### config.mk
export PLATFORM = sky130hd
export DESIGN_NAME = crc_sig_core
export DESIGN_NICKNAME = d
export VERILOG_FILES = /design/src/rtl/crc_sig_pkg.sv /design/src/rtl/crc_sig_step.sv /design/src/rtl/crc_sig_core.sv
export SDC_FILE = /design/constraint.sdc
export NUM_CORES = 1
export LEC_CHECK = 0
export ABC_AREA = 1
export BUFFER_PORTS_ARGS = -buffer_cell sky130_fd_sc_hd__buf_2
export CAP_MARGIN = 40
export CORE_AREA = 4 4 182 184
export DETAILED_ROUTE_END_ITERATION = 8
export DIE_AREA = 0 0 186 188
export MAX_ROUTING_LAYER = met4
export PLACE_DENSITY_LB_ADDON = 0.1
export SETUP_SLACK_MARGIN = 0.05
export SYNTH_ARGS = -nofsm -noshare
export SYNTH_HDL_FRONTEND = slang
export SYNTH_SLANG_ARGS = --single-unit
### constraint.sdc
create_clock -name clk -period 8.54 [get_ports clk]
set_clock_uncertainty 0.1 [all_clocks]
set_input_delay 1.281 -clock clk [delete_from_list [all_inputs] [get_ports clk]]
set_output_delay 1.281 -clock clk [all_outputs]
set_load 0.05 [all_outputs]
### src/rtl/crc_sig_pkg.sv
package crc_sig_pkg;
  localparam int SIG_W = 32;
  localparam int DAT_W = 16;
  localparam int CNT_W = 16;
  localparam int ADR_W = 3;

  typedef enum logic [ADR_W-1:0] {
    ADR_POLY = 3'd0,
    ADR_SEED = 3'd1,
    ADR_LEN  = 3'd2,
    ADR_REF  = 3'd3,
    ADR_CTRL = 3'd4
  } cfg_adr_e;

  localparam int CTRL_IRQ_EN = 0;
  localparam int CTRL_PRNG   = 1;
endpackage

### src/rtl/crc_sig_step.sv
module crc_sig_step #(
  parameter int SW = 32,
  parameter int DW = 16
) (
  input  logic [SW-1:0] crc_in,
  input  logic [DW-1:0] din,
  input  logic [SW-1:0] poly,
  output logic [SW-1:0] crc_out
);
  logic [SW-1:0] acc;
  logic          fb;

  // DW serial steps unrolled, top data bit first.
  always_comb begin
    acc = crc_in;
    fb  = 1'b0;
    for (int i = DW - 1; i >= 0; i--) begin
      fb  = acc[SW-1] ^ din[i];
      acc = {acc[SW-2:0], 1'b0} ^ (fb ? poly : '0);
    end
    crc_out = acc;
  end
endmodule

### src/rtl/crc_sig_core.sv
module crc_sig_core
  import crc_sig_pkg::*;
(
  input  logic             clk,
  input  logic             rst_n,
  input  logic             cfg_we,
  input  logic             data_valid,
  input  logic [DAT_W-1:0] data_in,
  input  logic [SIG_W-1:0] poly,
  input  logic [SIG_W-1:0] seed,
  input  logic [CNT_W-1:0] blk_len,
  input  logic [SIG_W-1:0] ref_val,
  input  logic             irq_en,
  input  logic             prng,
  output logic [SIG_W-1:0] sig_q,
  output logic [SIG_W-1:0] res_q,
  output logic             done_q,
  output logic             mis_q,
  output logic             irq_q
);
  logic [SIG_W-1:0] sig_d, res_d, start_val, base, step_out;
  logic [DAT_W-1:0] step_din;
  logic [CNT_W-1:0] cnt_q, cnt_d;
  logic [CNT_W:0]   cnt_inc;
  logic             fresh_q, fresh_d, last, done_d, mis_d, irq_d, differ;

  crc_sig_step #(.SW(SIG_W), .DW(DAT_W)) step_i (
    .crc_in (base),
    .din    (step_din),
    .poly   (poly),
    .crc_out(step_out)
  );

  always_comb begin
    start_val = (prng && seed == '0) ? SIG_W'(1) : seed;
    base      = fresh_q ? start_val : sig_q;
    step_din  = prng ? '0 : data_in;
    cnt_inc   = {1'b0, cnt_q} + 1'b1;
    last      = cnt_inc >= {1'b0, blk_len};
    differ    = step_out != ref_val;

    sig_d   = sig_q;
    res_d   = res_q;
    mis_d   = mis_q;
    cnt_d   = cnt_q;
    fresh_d = fresh_q;
    done_d  = 1'b0;
    irq_d   = 1'b0;
    if (cfg_we) begin
      fresh_d = 1'b1;
      cnt_d   = '0;
    end else if (prng) begin
      sig_d   = step_out;
      fresh_d = 1'b0;
    end else if (data_valid) begin
      sig_d = step_out;
      if (last) begin
        fresh_d = 1'b1;
        cnt_d   = '0;
        res_d   = step_out;
        mis_d   = differ;
        done_d  = 1'b1;
        irq_d   = irq_en && differ;
      end else begin
        fresh_d = 1'b0;
        cnt_d   = cnt_inc[CNT_W-1:0];
      end
    end
  end

  always_ff @(posedge clk or negedge rst_n) begin
    if (!rst_n) begin
      sig_q   <= '0;
      res_q   <= '0;
      mis_q   <= 1'b0;
      cnt_q   <= '0;
      fresh_q <= 1'b1;
      done_q  <= 1'b0;
      irq_q   <= 1'b0;
    end else begin
      sig_q   <= sig_d;
      res_q   <= res_d;
      mis_q   <= mis_d;
      cnt_q   <= cnt_d;
      fresh_q <= fresh_d;
      done_q  <= done_d;
      irq_q   <= irq_d;
    end
  end

  assert_hold_idle_R1: assert property (@(posedge clk) disable iff (!rst_n)
    (cfg_we || (!data_valid && !prng)) |=> $stable(sig_q));

  assert_done_restarts_R3: assert property (@(posedge clk) disable iff (!rst_n)
    done_q |-> (fresh_q && cnt_q == '0));

  assert_cnt_in_range_R4: assert property (@(posedge clk) disable iff (!rst_n)
    (cnt_q == '0) || ({1'b0, cnt_q} < {1'b0, blk_len}));

  assert_irq_with_done_R7: assert property (@(posedge clk) disable iff (!rst_n)
    irq_q |-> (done_q && mis_q));

  assert_prng_no_done_R8: assert property (@(posedge clk) disable iff (!rst_n)
    (prng && !cfg_we) |=> !done_q);

  assert_prng_nonzero_R9: assert property (@(posedge clk) disable iff (!rst_n)
    (prng && !cfg_we && poly[0]) |=> (sig_q != '0));
endmodule

==> results.md <==
- The clock reaches the later pin of the worst-skew pair after 0.34 ns.
- The critical path's most frequent cell is sky130_fd_sc_hd__nand2_1.
- Summing the areas of all fa, ha and maj instances in the mapped netlist gives under 10% of the synthesized area.
- The total length of routed wires is 52900 um.
- Setup repair after global routing left no endpoint under its margin.
- The count of cell types in the netlist is 44.
- Once placement completed, the tool counted placed cells totaling 3123.
- The final critical-path share of the clock period is 88.7%.
- The proportion of synthesized chip area in sequential cells is between 10% and 20%.
- The largest family of logic cells by synthesized area is simple AND/OR/NAND/NOR gates.
- Measured along the x axis, the die boundary spans 186 um.
- CTS placed an instance of sky130_fd_sc_hd__clkbuf_16 at the clock tree root.
- The detailed router placed between 15000 and 20000 vias in this run.
- The count of final hold-check violations is 0.
- The startpoint class of the critical path is an input pin.
- The worst-path maximum fanout is 27.
- At the pin with the least slew margin, the transition time is 0.639 ns.
- The clock drives 84 sinks.
- The final net count is between 2000 and 3000.
- The maximum number of pins on one net before global-route repair is 65.
- The number of top-level pins is around 200.
- The shortest clock period the worst path allows after layout is 7.58 ns.
- The synthesized area is 0.0146 mm^2.
- The floorplan die area is 0.0350 mm^2.
- The placer congestion estimate is between 0.9 and 1.
- The critical path's largest stage delay is 0.30 ns.
- The flow ran to the end, and the final reports show no timing, DRC or antenna violations.
- The clock tree from TritonCTS is done.
- The maximum clock frequency is 132 MHz.
- The number of antenna violations at the first check in global routing came to 5.
- The worst-case setup slack after placement is 0.382 ns.
- The hold-fix buffer count after cts is 0.
- In the routed layout, each cell is associated on average with a via count of 5.16.
- A synthesized cell averages 5.58 um^2.
- The area of the placeable core is 0.0314 mm^2.
- For the final routed database, the setup TNS stands at 0 ns.
- The post-synthesis compound-gate area fraction is 6.40%.
- Input and output buffers added on the ports amount to 200.
- Setup violations remaining at the end of the flow were counted as 0.
- The clock tree synthesis step divided the H-tree into 3 levels.
- The type of the tightest min-delay check is flip-flop to flip-flop.
- The height of the die is 188 um.
- Measured against its own limit, the worst slew margin works out to 57.4%.
- The post-synthesis mux area share is less than 1%.
- The count of antenna-violating nets left after detailed routing is 0.
- The post-synthesis simple-gate area fraction is ~44%.
- The via count of the first global-routing pass was about 15000.
- At the worst endpoint, the arrival time is 7.71 ns.
- The synthesis-stage register bit count is 84.
- After detailed routing, the number of remaining DRC violations is 0.
- The synthesis-to-layout area growth is 11.0%.
- The count of final max-slew check failures was 0.
- The Yosys step of the flow raised 0 warnings.
- The total grt overflow is 0.
- No sink is reached through more buffers than the 2 on the longest clock path.
- STA puts the critical path data required time at 8.67 ns.
- When the netlist entered floorplanning its net count stood at 2765.
- The endpoint type of the worst setup path is a flip-flop.
- The count of mapped cells out of synthesis is 2614.
- Dividing the detail-routed wire length by the instance count gives between 15 and 20 um.
- The detailed router finished its first iteration with between 1500 and 2000 violations.
- The number of iterations in the first detailed-routing pass is 5.
- The clock slew at the register clock pins of the worst setup and hold paths is 0.06 ns.
- The half-perimeter wire length of the detailed placement result is 42100 um.
- The first global-routing pass estimated ~80000 um of wire.
- The overall track demand over capacity in global routing is 30.5%.
- The count of standard-cell rows is 65.
- Max-cap violations in this run came to 0.
- The slowest cell on the critical path is sky130_fd_sc_hd__buf_4.
- The xor and xnor area share after synthesis is around a fifth.
- For this configuration, the core starts out at a cell density of 46.5%.
- Clock tree synthesis inserted a total of 9 buffers.
- The post-route netlist has about an eighth of its cells at a drive strength greater than 1.
- The finished layout holds 3147 standard cells, fillers aside.
- The setup slack of the critical path after layout is 0.962 ns.
- By startpoint and endpoint, the worst setup path is classified as input pin to flip-flop.
## worst max-delay path, delay by kind of cell
| kind | cells | cell delay [ns] |
|---|---|---|
| buffers and inverters | 13 | 1.61 |
| XOR/XNOR | 2 | 0.36 |
| AND/OR/NAND/NOR | 44 | 4.40 |
## cells in the mapped netlist (all sizes together)
master | number | area (um^2)
nor2 | 378 | 1520
a31oi | 1 | 6.26
xnor3 | 1 | 22.5
or4 | 1 | 7.51
and3 | 1 | 6.26
xnor2 | 165 | 1450
nand2 | 869 | 3320
clkinv | 14 | 52.6
ha | 17 | 213
nor3 | 3 | 15.0
dfstp | 1 | 26.3
or3 | 1 | 6.26
clkbuf | 66 | 248
a21oi | 39 | 195
buf | 65 | 345
o31ai | 1 | 7.51
o22ai | 12 | 75.1
o32ai | 4 | 35.0
dfrtp | 83 | 2080
o311ai | 1 | 8.76
o21bai | 1 | 7.51
nand3 | 235 | 1280
nor4 | 7 | 43.8
o211ai | 2 | 15.0
xor2 | 182 | 1590
mux2i | 1 | 10.0
inv | 309 | 1160
or2 | 3 | 18.8
o21ai | 115 | 576
nand3b | 17 | 128
a211oi | 1 | 7.51
nand4 | 18 | 113
## registers in the layout, indices dropped and copies added, names as in the netlist
register / count
irq_q: 1
cnt_q: 16
res_q: 32
sig_q: 32
fresh_q: 1
done_q: 1
mis_q: 1
## metal layers
layer	global-route usage, %	share of wire [%]	vias to the layer above
met1	44.1	46	7324
li1	-	-	8227
met4	8.10	2.5	0
met2	45.3	43	617
met5	-	0	-
met3	3.47	8.0	59
## final timing paths
check                      startpoint        to  slack (ns)  cells past startpoint
max                              prng     mis_q        0.96                     59
min                          res_q[9]  res_q[9]        0.39                      2
max reg2reg                   fresh_q     mis_q        1.33                     56
min reg2reg                  res_q[9]  res_q[9]        0.39                      2
max in group asynchronous       rst_n   fresh_q        6.77                      3
min in group asynchronous       rst_n  res_q[2]        0.66                      1
## layout by cell type, fill, tap and decap left out, types with 2 or more instances in the layout
master                      count
sky130_fd_sc_hd__nand2_1      845
sky130_fd_sc_hd__nor2_1       365
sky130_fd_sc_hd__inv_1        269
sky130_fd_sc_hd__nand3_1      218
sky130_fd_sc_hd__buf_2        199
sky130_fd_sc_hd__xor2_1       182
sky130_fd_sc_hd__xnor2_1      165
sky130_fd_sc_hd__o21ai_0       96
sky130_fd_sc_hd__dfrtp_1       83
sky130_fd_sc_hd__inv_2         40
sky130_fd_sc_hd__a21oi_1       38
sky130_fd_sc_hd__buf_4         37
sky130_fd_sc_hd__nand2_2       22
sky130_fd_sc_hd__o21ai_1       19
sky130_fd_sc_hd__nand4_1       18
sky130_fd_sc_hd__nand3b_1      17
sky130_fd_sc_hd__ha_1          17
sky130_fd_sc_hd__nand3_2       15
sky130_fd_sc_hd__clkinv_1      14
sky130_fd_sc_hd__o22ai_1       12
sky130_fd_sc_hd__clkbuf_16      9
sky130_fd_sc_hd__nor4_1         7
sky130_fd_sc_hd__diode_2        6
sky130_fd_sc_hd__nor2_4         6
sky130_fd_sc_hd__nor2_2         4
sky130_fd_sc_hd__o32ai_1        4
sky130_fd_sc_hd__nor2_8         3
sky130_fd_sc_hd__nor3_1         3
sky130_fd_sc_hd__or2_2          3
sky130_fd_sc_hd__nand2_4        2
sky130_fd_sc_hd__nand3_4        2
sky130_fd_sc_hd__o211ai_1       2
sky130_fd_sc_hd__clkbuf_1       2
sky130_fd_sc_hd__bufinv_16      2
sky130_fd_sc_hd__buf_6          2
## final cells by class
cell class | instances | area, um^2
Inverter | 323 | 1210
Clock buffer | 12 | 246
Fill cell | 3356 | 15200
Multi-Input combinational cell | 2076 | 10700
Sequential cell | 84 | 2100
Clock inverter | 4 | 72.6
Tap cell | 402 | 503
Antenna cell | 6 | 15.0
Timing Repair Buffer | 240 | 1340
## logic make-up after synthesis
| family | after synthesis |
|---|---|
| compound gates | 177 |
| xor+xnor | 348 |
| fa+ha+maj | 17 |
| buf+inv | 454 |
| flops | 84 |
| mux | 1 |
| simple gates | 1533 |
## through the flow
step	hold slack (ns)	util, %	instance area (um^2)
floorplan	0.401	-	14600
global placement	0.367	50.2	15800
detailed placement	0.373	50.4	15800
CTS	0.390	51.5	16200
global route	0.413	51.6	16200
finish	0.386	51.6	16200
## what timing repair did
item,4_1_cts,5_1_grt
buffers inserted,0,2
setup endpoints to repair,0,2
resized for setup,0,3
endpoints found under the hold margin,0,0
Power is not shown: default switching activity piles up to over one toggle a cycle in this logic, so the estimate is an artifact.
